<file path="config.mk">
export PLATFORM = sky130hd
export DESIGN_NAME = spi_boot_loader
export DESIGN_NICKNAME = d
export VERILOG_FILES = /design/src/rtl/spi_boot_pkg.sv /design/src/rtl/spi_byte_xfer.sv /design/src/rtl/boot_parser.sv /design/src/rtl/spi_boot_loader.sv
export SDC_FILE = /design/constraint.sdc
export NUM_CORES = 1
export LEC_CHECK = 0
export BUFFER_PORTS_ARGS = -buffer_cell sky130_fd_sc_hd__buf_2
export CAP_MARGIN = 20
export CORE_ASPECT_RATIO = 0.6
export CORE_MARGIN = 2
export CORE_UTILIZATION = 64
export DETAILED_ROUTE_END_ITERATION = 10
export GPL_ROUTABILITY_DRIVEN = 1
export PLACE_DENSITY_LB_ADDON = 0.3
export SYNTH_ARGS = -nofsm -noshare
export SYNTH_HDL_FRONTEND = slang
export SYNTH_SLANG_ARGS = --single-unit
</file>
<file path="constraint.sdc">
create_clock -name clk -period 4.35 [get_ports clk]
set_input_delay 0.87 -clock clk [delete_from_list [all_inputs] [get_ports clk]]
set_output_delay 0.87 -clock clk [all_outputs]
set_load 0.02 [all_outputs]
</file>
<file path="src/rtl/spi_boot_pkg.sv">
package spi_boot_pkg;
    localparam int BYTE_W = 8;
    localparam int WORD_W = 16;
    localparam int ADDR_W = 32;

    typedef enum logic [3:0] {
        ST_IDLE, ST_CMD, ST_AHI, ST_ALO, ST_KEY, ST_PRESC, ST_BAUD,
        ST_RSVD, ST_ENTRY, ST_SIZE, ST_DEST, ST_DATA, ST_DONE, ST_ABORT
    } ldr_state_e;
endpackage

</file>
<file path="src/rtl/spi_byte_xfer.sv">
module spi_byte_xfer
    import spi_boot_pkg::*;
(
    input  logic              clk,
    input  logic              rst_n,
    input  logic              start,
    input  logic [BYTE_W-1:0] tx_byte,
    input  logic [BYTE_W-1:0] presc,
    input  logic [BYTE_W-1:0] div,
    input  logic              miso,
    output logic              sclk,
    output logic              mosi,
    output logic              busy,
    output logic              done,
    output logic [BYTE_W-1:0] rx_byte
);
    localparam int BIT_CW = $clog2(BYTE_W);

    logic [BYTE_W-1:0] tx_sh;
    logic [BYTE_W-1:0] pcnt;
    logic [BYTE_W-1:0] hcnt;
    logic [BIT_CW-1:0] bitn;

    assign mosi = tx_sh[BYTE_W-1];

    always_ff @(posedge clk or negedge rst_n) begin
        if (!rst_n) begin
            busy    <= 1'b0;
            done    <= 1'b0;
            sclk    <= 1'b0;
            tx_sh   <= '0;
            rx_byte <= '0;
            pcnt    <= '0;
            hcnt    <= '0;
            bitn    <= '0;
        end else begin
            done <= 1'b0;
            if (!busy) begin
                if (start) begin
                    busy  <= 1'b1;
                    tx_sh <= tx_byte;
                    pcnt  <= '0;
                    hcnt  <= '0;
                    bitn  <= '0;
                end
            end else if (pcnt == presc) begin
                pcnt <= '0;
                if (hcnt == div) begin
                    hcnt <= '0;
                    if (!sclk) begin
                        sclk    <= 1'b1;
                        rx_byte <= {rx_byte[BYTE_W-2:0], miso};
                    end else begin
                        sclk <= 1'b0;
                        if (bitn == BIT_CW'(BYTE_W-1)) begin
                            busy <= 1'b0;
                            done <= 1'b1;
                        end else begin
                            bitn  <= bitn + 1'b1;
                            tx_sh <= {tx_sh[BYTE_W-2:0], 1'b0};
                        end
                    end
                end else begin
                    hcnt <= hcnt + 1'b1;
                end
            end else begin
                pcnt <= pcnt + 1'b1;
            end
        end
    end

    // clock rests low between characters
    p_sclk_idle_low_r2: assert property (@(posedge clk) disable iff (!rst_n)
        !busy |-> !sclk);

    // a new character is only launched on an idle engine
    p_start_when_idle_r1: assert property (@(posedge clk) disable iff (!rst_n)
        start |-> !busy);
endmodule

</file>
<file path="src/rtl/boot_parser.sv">
module boot_parser
    import spi_boot_pkg::*;
#(
    parameter logic [BYTE_W-1:0] READ_CMD   = 8'h03,
    parameter logic [WORD_W-1:0] START_ADDR = 16'h0000,
    parameter logic [WORD_W-1:0] KEY_WORD   = 16'h08AA,
    parameter logic [ADDR_W-1:0] FALLBACK   = 32'h003F_7FF6,
    parameter logic [BYTE_W-1:0] RST_PRESC  = 8'h00,
    parameter logic [BYTE_W-1:0] RST_DIV    = 8'h7F,
    parameter int                RSVD_WORDS = 7
) (
    input  logic              clk,
    input  logic              rst_n,
    output logic              xfer_start,
    output logic [BYTE_W-1:0] xfer_tx,
    input  logic              xfer_done,
    input  logic [BYTE_W-1:0] xfer_rx,
    output logic              cs_n,
    output logic [BYTE_W-1:0] presc_q,
    output logic [BYTE_W-1:0] div_q,
    output logic              mem_we,
    output logic [ADDR_W-1:0] mem_addr,
    output logic [WORD_W-1:0] mem_wdata,
    output logic              done,
    output logic              abort,
    output logic [ADDR_W-1:0] entry_addr
);
    localparam int WCW = $clog2(RSVD_WORDS + 2);

    ldr_state_e        state, nxt;
    logic              pend, hi_ph, running, word_st, word_rdy;
    logic [BYTE_W-1:0] lo_b;
    logic [WORD_W-1:0] word, rem;
    logic [WCW-1:0]    wcnt;
    logic [ADDR_W-1:0] dst, entry;

    assign running  = !(state inside {ST_IDLE, ST_DONE, ST_ABORT});
    assign word_st  = state inside {ST_KEY, ST_RSVD, ST_ENTRY, ST_SIZE, ST_DEST, ST_DATA};
    assign word     = {xfer_rx, lo_b};
    assign word_rdy = xfer_done && hi_ph;
    assign cs_n       = !running;
    assign xfer_start = running && !pend;

    always_comb begin
        unique case (state)
            ST_CMD:  xfer_tx = READ_CMD;
            ST_AHI:  xfer_tx = START_ADDR[WORD_W-1:BYTE_W];
            ST_ALO:  xfer_tx = START_ADDR[BYTE_W-1:0];
            default: xfer_tx = '0;
        endcase
    end

    always_comb begin
        nxt = state;
        unique case (state)
            ST_IDLE:  nxt = ST_CMD;
            ST_CMD:   if (xfer_done) nxt = ST_AHI;
            ST_AHI:   if (xfer_done) nxt = ST_ALO;
            ST_ALO:   if (xfer_done) nxt = ST_KEY;
            ST_KEY:   if (word_rdy) nxt = (word == KEY_WORD) ? ST_PRESC : ST_ABORT;
            ST_PRESC: if (xfer_done) nxt = ST_BAUD;
            ST_BAUD:  if (xfer_done) nxt = ST_RSVD;
            ST_RSVD:  if (word_rdy && wcnt == WCW'(RSVD_WORDS - 1)) nxt = ST_ENTRY;
            ST_ENTRY: if (word_rdy && wcnt == WCW'(1)) nxt = ST_SIZE;
            ST_SIZE:  if (word_rdy) nxt = (word == '0) ? ST_DONE : ST_DEST;
            ST_DEST:  if (word_rdy && wcnt == WCW'(1)) nxt = ST_DATA;
            ST_DATA:  if (word_rdy && rem == WORD_W'(1)) nxt = ST_SIZE;
            ST_DONE:  nxt = ST_DONE;
            ST_ABORT: nxt = ST_ABORT;
            default:  nxt = ST_ABORT;
        endcase
    end

    always_ff @(posedge clk or negedge rst_n) begin
        if (!rst_n) state <= ST_IDLE;
        else        state <= nxt;
    end

    always_ff @(posedge clk or negedge rst_n) begin
        if (!rst_n) begin
            pend       <= 1'b0;
            hi_ph      <= 1'b0;
            lo_b       <= '0;
            wcnt       <= '0;
            rem        <= '0;
            dst        <= '0;
            entry      <= '0;
            presc_q    <= RST_PRESC;
            div_q      <= RST_DIV;
            mem_we     <= 1'b0;
            mem_addr   <= '0;
            mem_wdata  <= '0;
            done       <= 1'b0;
            abort      <= 1'b0;
            entry_addr <= '0;
        end else begin
            mem_we <= 1'b0;
            if (xfer_start)     pend <= 1'b1;
            else if (xfer_done) pend <= 1'b0;
            if (xfer_done && word_st) begin
                hi_ph <= !hi_ph;
                if (!hi_ph) lo_b <= xfer_rx;
            end
            if (word_rdy) wcnt <= (nxt != state) ? '0 : wcnt + 1'b1;
            if (xfer_done && state == ST_PRESC) presc_q <= xfer_rx;
            if (xfer_done && state == ST_BAUD)  div_q   <= xfer_rx;
            if (word_rdy) begin
                unique case (state)
                    ST_ENTRY: entry <= {entry[WORD_W-1:0], word};
                    ST_SIZE:  rem   <= word;
                    ST_DEST:  dst   <= {dst[WORD_W-1:0], word};
                    ST_DATA: begin
                        mem_we    <= 1'b1;
                        mem_addr  <= dst;
                        mem_wdata <= word;
                        dst       <= dst + 1'b1;
                        rem       <= rem - 1'b1;
                    end
                    default: ;
                endcase
            end
            if (nxt == ST_DONE && state != ST_DONE) begin
                done       <= 1'b1;
                entry_addr <= entry;
            end
            if (nxt == ST_ABORT && state != ST_ABORT) begin
                abort      <= 1'b1;
                entry_addr <= FALLBACK;
            end
        end
    end

    // the two terminal outcomes exclude each other
    p_done_abort_excl_r10: assert property (@(posedge clk) disable iff (!rst_n)
        !(done && abort));
    // completion is sticky and the EEPROM stays released
    p_done_sticky_r10: assert property (@(posedge clk) disable iff (!rst_n)
        done |=> (done && cs_n));
    // abort only ever follows key evaluation, with the fallback address
    p_abort_from_key_r5: assert property (@(posedge clk) disable iff (!rst_n)
        $rose(abort) |-> ($past(state) == ST_KEY && entry_addr == FALLBACK));
    // payload writes happen only inside the selected burst
    p_write_in_burst_r9: assert property (@(posedge clk) disable iff (!rst_n)
        mem_we |-> !cs_n);
endmodule

</file>
<file path="src/rtl/spi_boot_loader.sv">
module spi_boot_loader
    import spi_boot_pkg::*;
#(
    parameter logic [BYTE_W-1:0] READ_CMD   = 8'h03,
    parameter logic [WORD_W-1:0] START_ADDR = 16'h0000,
    parameter logic [WORD_W-1:0] KEY_WORD   = 16'h08AA,
    parameter logic [ADDR_W-1:0] FALLBACK   = 32'h003F_7FF6,
    parameter logic [BYTE_W-1:0] RST_PRESC  = 8'h00,
    parameter logic [BYTE_W-1:0] RST_DIV    = 8'h7F,
    parameter int                RSVD_WORDS = 7
) (
    input  logic        clk,
    input  logic        rst_n,
    input  logic        spi_miso,
    output logic        spi_sclk,
    output logic        spi_mosi,
    output logic        spi_cs_n,
    output logic        mem_we,
    output logic [31:0] mem_addr,
    output logic [15:0] mem_wdata,
    output logic [7:0]  clk_presc,
    output logic [7:0]  baud_div,
    output logic        boot_done,
    output logic        boot_abort,
    output logic [31:0] entry_addr
);
    logic              x_start, x_done, x_busy;
    logic [BYTE_W-1:0] x_tx, x_rx;

    boot_parser #(
        .READ_CMD(READ_CMD), .START_ADDR(START_ADDR), .KEY_WORD(KEY_WORD),
        .FALLBACK(FALLBACK), .RST_PRESC(RST_PRESC), .RST_DIV(RST_DIV),
        .RSVD_WORDS(RSVD_WORDS)
    ) u_parser (
        .clk(clk), .rst_n(rst_n),
        .xfer_start(x_start), .xfer_tx(x_tx), .xfer_done(x_done), .xfer_rx(x_rx),
        .cs_n(spi_cs_n), .presc_q(clk_presc), .div_q(baud_div),
        .mem_we(mem_we), .mem_addr(mem_addr), .mem_wdata(mem_wdata),
        .done(boot_done), .abort(boot_abort), .entry_addr(entry_addr)
    );

    spi_byte_xfer u_xfer (
        .clk(clk), .rst_n(rst_n), .start(x_start), .tx_byte(x_tx),
        .presc(clk_presc), .div(baud_div), .miso(spi_miso),
        .sclk(spi_sclk), .mosi(spi_mosi), .busy(x_busy), .done(x_done),
        .rx_byte(x_rx)
    );

    // no SCLK activity while the EEPROM is deselected
    p_sclk_quiet_deselected_r1: assert property (@(posedge clk) disable iff (!rst_n)
        spi_cs_n |-> !spi_sclk);
endmodule

</file>
== Word-level counts from Yosys, hierarchy flattened ==
Index checks and enable logic that the tools add are counted.

* Register bits: 235
* Output and inout bits: 102
* Word-level logic and storage cells: 146

* $add $sub $neg: 6
* Equal/unequal tests: 29
* Muxes and demuxes: 54
* Bitwise logic cells: 2
* Reduce and logical (&&, ||, !) cells: 31

{| class="wikitable"
|+ Operators with widths
! cell !! count
|-
| 8-bit 2-to-1 mux || 12
|-
| 32-bit 2-to-1 mux || 2
|-
| 32-bit one-hot mux with 2 select lines || 1
|-
| 4-bit 2-to-1 mux || 13
|-
| 4-bit one-hot mux with 13 select lines || 1
|-
| 32-bit by 1-bit adder with 32-bit output (second input constant) || 1
|-
| 4-bit == test (second input constant) || 8
|-
| 16-bit one-hot mux with 2 select lines || 1
|-
| 3-bit 2-to-1 mux || 7
|-
| 4-bit by 3-bit == test with 1-bit output (second input constant) || 5
|-
| 8-bit by 1-bit adder with 8-bit output (second input constant) || 2
|-
| 16-bit by 1-bit == test with 1-bit output (second input constant) || 1
|-
| 16-bit by 12-bit == test with 1-bit output (second input constant) || 1
|-
| 8-bit == test || 2
|-
| 16-bit logical NOT || 1
|-
| 1-bit 2-to-1 mux || 16
|-
| 16-bit by 1-bit subtractor with 16-bit output (second input constant) || 1
|-
| 2-bit AND reduction || 6
|-
| 1-bit logical AND || 10
|-
| 2-bit nonzero test || 5
|-
| 4-bit by 1-bit == test with 1-bit output (second input constant) || 2
|-
| 4-bit by 2-bit == test with 1-bit output (second input constant) || 2
|-
| 4-bit inequality test (second input constant) || 2
|-
| 2-bit inequality test (second input constant) || 3
|-
| 14 further kinds || 17
|}

== Logic depth before layout (Yosys ltp) ==
* Word-level depth: 8
* Depth in mapped cells: 10
* Mapped depth without buffers: 9

== Hierarchy ==
Synthesis repeated with hierarchy kept, for this count alone.

* Cell total of the unflattened synthesis: 1060
* Area, all modules: 11214.5 um2

{| class="wikitable"
|+ Modules (own cells, without submodules)
! module !! instances !! cells each !! area an instance (um2) !! sequential area each (um2)
|-
| boot_parser || 1 || 855 || 9096.2 || 4938.5
|-
| spi_byte_xfer || 1 || 205 || 2118.3 || 950.9
|}

== Least setup slack after synthesis ==
No wires, ideal clock.

* Kind: register to output
* Start: register u_parser.state[3]
* End: output spi_cs_n
* Arrival: 1.185 ns
* Data required time: 3.480 ns
* Setup slack: 2.295 ns
* Stages on the path, launching flop included: 5
* Path buffers: 1
* Cell sequence: dfrtp_1 -> buf_2 -> nor3_1 -> a21oi_1 -> nor2_1

* Cells in the longest elaborated chain, start to end: 2
* Elaborated cells between the ends (all ways): 4
* Classes of those cells: 2 x eq/ne; 2 x reduce/logical

{| class="wikitable"
|+ Ends and longest elaborated chain
! what !! line !! source
|-
| start, declared || boot_parser.sv:30 || <nowiki>ldr_state_e state, nxt;</nowiki>
|-
| start signal, assigned || boot_parser.sv:76 || <nowiki>else state <= nxt;</nowiki>
|-
| 4-bit == test / 4-bit logical NOT (equally long branches) || boot_parser.sv:37 || <nowiki>assign running = !(state inside {ST_IDLE, ST_DONE, ST_ABORT});</nowiki>
|-
| 3-bit nonzero test * || boot_parser.sv:37 ||
|-
| end, declared || spi_boot_loader.sv:17 || <nowiki>output logic spi_cs_n,</nowiki>
|}

Mark *: on every way between the ends. The rest lies on a longest branch, timed or not.

== Final worst setup path ==
* Start: register u_parser.state[0]
* End: register u_parser.entry_addr[22]

* Cells in the longest elaborated chain, start to end: 5
* Elaborated cells between the ends (all ways): 33
* Classes of those cells: 16 x eq/ne; 13 x mux; 4 x reduce/logical

{| class="wikitable"
|+ Ends and longest elaborated chain
! what !! line !! source
|-
| 4-bit == test (tied with other cells) || boot_parser.sv:55 || <nowiki>unique case (state)</nowiki>
|-
| 4-bit one-hot mux with 13 select lines * || boot_parser.sv:55 ||
|-
| via u_parser.nxt[2] || boot_parser.sv:30 ||
|-
| 4-bit == test (on tied branches) || boot_parser.sv:126, boot_parser.sv:122 ||
|-
| 1-bit logical AND (on tied branches) || boot_parser.sv:126, boot_parser.sv:122 ||
|-
| 32-bit 2-to-1 mux / 2-bit nonzero test (equally long branches) || -- ||
|-
| end signal, assigned || boot_parser.sv:124 || <nowiki>entry_addr <= entry;</nowiki>
|-
| end, declared || boot_parser.sv:26 || <nowiki>output logic [ADDR_W-1:0] entry_addr</nowiki>
|}

The timed path passes the listed nets; every way through them passes the cells marked *.
A chain may end at the register's enable or synchronous reset.

==> qor.csv <==
stage,metric,value,unit
sta,Clock Skews,16.8,ps
die,# rows,36,
cts,"Clk Latency, worst-skew pair",510,ps
layout,Finished Cell Area,12300,µm²
synth,"Primary FF master, synth",dfrtp_1,
routing,DRC Markers,0,
cts,clock slew at reported path FFs,70,ps
cts,# Post-CTS Setup Buffers,0,
worst_setup_path,CP bufs+invs,0,
synth,Synth Area in XOR/XNOR,0.0177,
sta,TNS Setup,0,ps
synth,"count leader, synth",dfrtp_1,
synth,Synth Area in Adders,0.0115,
cts,post_cts resized,0,
layout,Antenna Cells,0,
worst_setup_path,crit path DAT,3340,ps
worst_setup_path,Worst setup EP type,flop,
global_route,vias in the first global route,8221,
power_and_ir_drop,leakage,6.02,nW
die,die width,173,µm
synth,simple logic cell fraction of the synthesized area,0.153,
power_and_ir_drop,VDD IR max,0.000259,V
cts,TritonCTS Buffers,21,
die,IO Pins,105,
placement,port bufs,104,
routing,vias per inst,6.36,
cts,CTS H-tree depth,1,
sta,final setup vio count,0,
routing,drt wl/cell,19.7,µm
placement,DP Wirelength,17700,µm
cts,root buffer cell,clkbuf_16,
synth,Post-Syn Area,10900,µm²
cts,clock tree buffer depth,3,
sta,Tmin final,2940,ps
routing,routed wire length,26800,µm
placement,DP Worst Slack,1450,ps
synth,Yosys cell types,69,
synth,Synth Instances,1045,
worst_setup_path,reg2reg setup slack,1410,ps
worst_setup_path,FF-to-FF End,u_parser.entry_addr[22],
layout,final design utilization,0.745,
worst_setup_path,R2R depth,6,
synth,Synth warnings,0,
status,run status,finished clean,
routing,Routed Antenna Nets,0,
worst_setup_path,Worst EP required,4740,ps
layout,P&R area growth vs syn,12.3,%
worst_setup_path,CP top delay family,simple AND/OR/NAND/NOR gates,
synth,Post-Syn Nets,1058,
die,Initial Util,0.663,
synth,post-synth top area cell,dfrtp_1,
synth,Compound-Gate Fraction of Synth Area,0.130,
routing,first-iteration detailed-routing DRC count,835,
die,Core ar.,16400,µm²
worst_setup_path,worst r2r src,u_parser.state[0],
routing,Vias,8660,
worst_setup_path,CP cell instances,nor2b_1 -> nand4_4 -> o311ai_4 -> o2111ai_4 -> nand3_1 -> nand2_1,
placement,Placed Instance Area,11600,µm²
worst_setup_path,crit path max-delay cell type,dfrtp_1,
placement,Final Wtd Congestion,0.899,
power_and_ir_drop,Pwr per Cell Area,338,nW/µm²
layout,final net count,1131,
sta,Worst Tran Pin Value,1040,ps
sta,Hold WS,448,ps
worst_setup_path,WS Path Type,reg -> reg,
routing,First-pass DRT Iterations,5,
synth,syn avg cell area,10.4,µm²
synth,multiplexer area fraction after synthesis,0.117,
synth,Post-synth EDFFs,0,
sta,fmax,340,MHz
sta,Final period util,0.677,
synth,Yosys top cell area share,0.523,
synth,asr flop ratio synth,1.00,
die,die area,18100,µm²
routing,wl on met1,12000,µm
run,max_cap viols,0,
sta,Slew Limit Fails,0,
worst_setup_path,Crit path largest cell delay,770,ps
routing,Met2 Wirelength,11600,µm
min_path,Worst Hold Class,in -> async,
die,Die Y,105,µm
synth,sequential share of the synthesized area,0.540,
global_route,initial antenna violation count,0,
sta,Final Hold Viols,0,
worst_setup_path,CP max FO,34,
global_route,grt ovf,0,
sta,unrepaired setup endpoints after global routing,false,
sta,slack of the critical path,1410,ps
cts,CTS Sinks,235,
layout,share of layout cells above drive strength 1,0.256,
cts,CTS tree,yes,
cts,CTS Hold Buffers Added,0,
synth,largest cells by area after synthesis,"dfrtp_1 (52%), mux2_2 (12%), a21oi_1 (3.9%)",
global_route,largest net degree at the start of global routing,123,
synth,synth cell count leaders,"dfrtp_1 (228), mux2_2 (112), nand2_1 (110)",
synth,#FFs+latches synth,235,
routing,met3 WL,2570,µm
global_route,total track usage,0.299,
sta,Slew HR,0.307,
synth,largest family of logic cells by synthesized area,simple AND/OR/NAND/NOR gates,
global_route,first-pass GRT wire length,43900,µm
routing,Top Metal Used,met4,
worst_setup_path,crit start category,flop,
==> cells in the final DEF (no fill, tap or decap), types with 15 or more instances in the layout <==
cell type / instances
xnor2_1: 18
inv_1: 15
o21ai_0: 77
clkbuf_16: 21
dfrtp_1: 228
and3_1: 19
a21oi_1: 86
nand2_1: 110
nand3_1: 41
buf_2: 103
nor2_1: 104
mux2_2: 112
==> how the worst max path moves through the flow <==
| stage | from | to | slack [ps] | cells past startpoint |
|---|---|---|---|---|
| finish | u_parser.state[0] | u_parser.entry_addr[22] | 1410 | 6 |
| global route | u_parser.state[0] | u_parser.entry_addr[0] | 1170 | 6 |
| CTS | u_parser.state[0] | u_parser.entry_addr[22] | 1450 | 6 |
| detailed placement | u_parser.state[0] | u_parser.entry_addr[24] | 1450 | 6 |
| global placement | u_parser.lo_b[5] | u_parser.entry_addr[15] | 1660 | 7 |
| floorplan | u_parser.state[3] | spi_cs_n | 2300 | 4 |
==> per-layer routing <==
layer  global-route usage  vias to the layer above
li1                     -                     3843
met1                0.460                     4323
met2                0.431                      443
met3               0.0662                       51
met4               0.0745                        0
met5                    0                        -
==> through the flow <==
stage / total power (W) / std cells
global placement: 0.00230 / 1323
detailed placement: 0.00231 / 1323
CTS: 0.00415 / 1361
finish: 0.00414 / 1361
global route: 0.00425 / 1361
floorplan: 0.00225 / 1045
==> power by group <==
part	internal, W	switching, W	total (W)
registers	0.00219	0.0000147	0.00220
logic	0.0000120	0.0000475	0.0000595
clock network	0.00104	0.000832	0.00188
==> kinds of logic (layout without fill, tap and decap cells) <==
logic type               after synthesis  count (layout)
AO/OA/AOI/OAI                        235             235
XOR/XNOR                              22              22
adder cells (fa/ha/maj)               10              10
buffers and inverters                 80             168
flip-flops                           235             235
multiplexers                         114             114
AND/OR/NAND/NOR                      349             349
==> state kept, by name (all words and copies together) (netlist names), 16 cells and up <==
name,flops
u_parser.mem_addr,32
u_parser.dst,32
u_parser.entry,32
u_parser.entry_addr,32
u_parser.mem_wdata,16
u_parser.rem,16
==> layout make-up <==
type,instances,area (µm²)
Clock buffer,30,609
Clock inverter,8,80.1
Fill cell,1135,4190
Inverter,15,56.3
Multi-Input combinational cell,730,4700
Sequential cell,235,5890
Tap cell,228,285
Timing Repair Buffer,115,626
No activity file was read; power rests on OpenSTA's default activity.
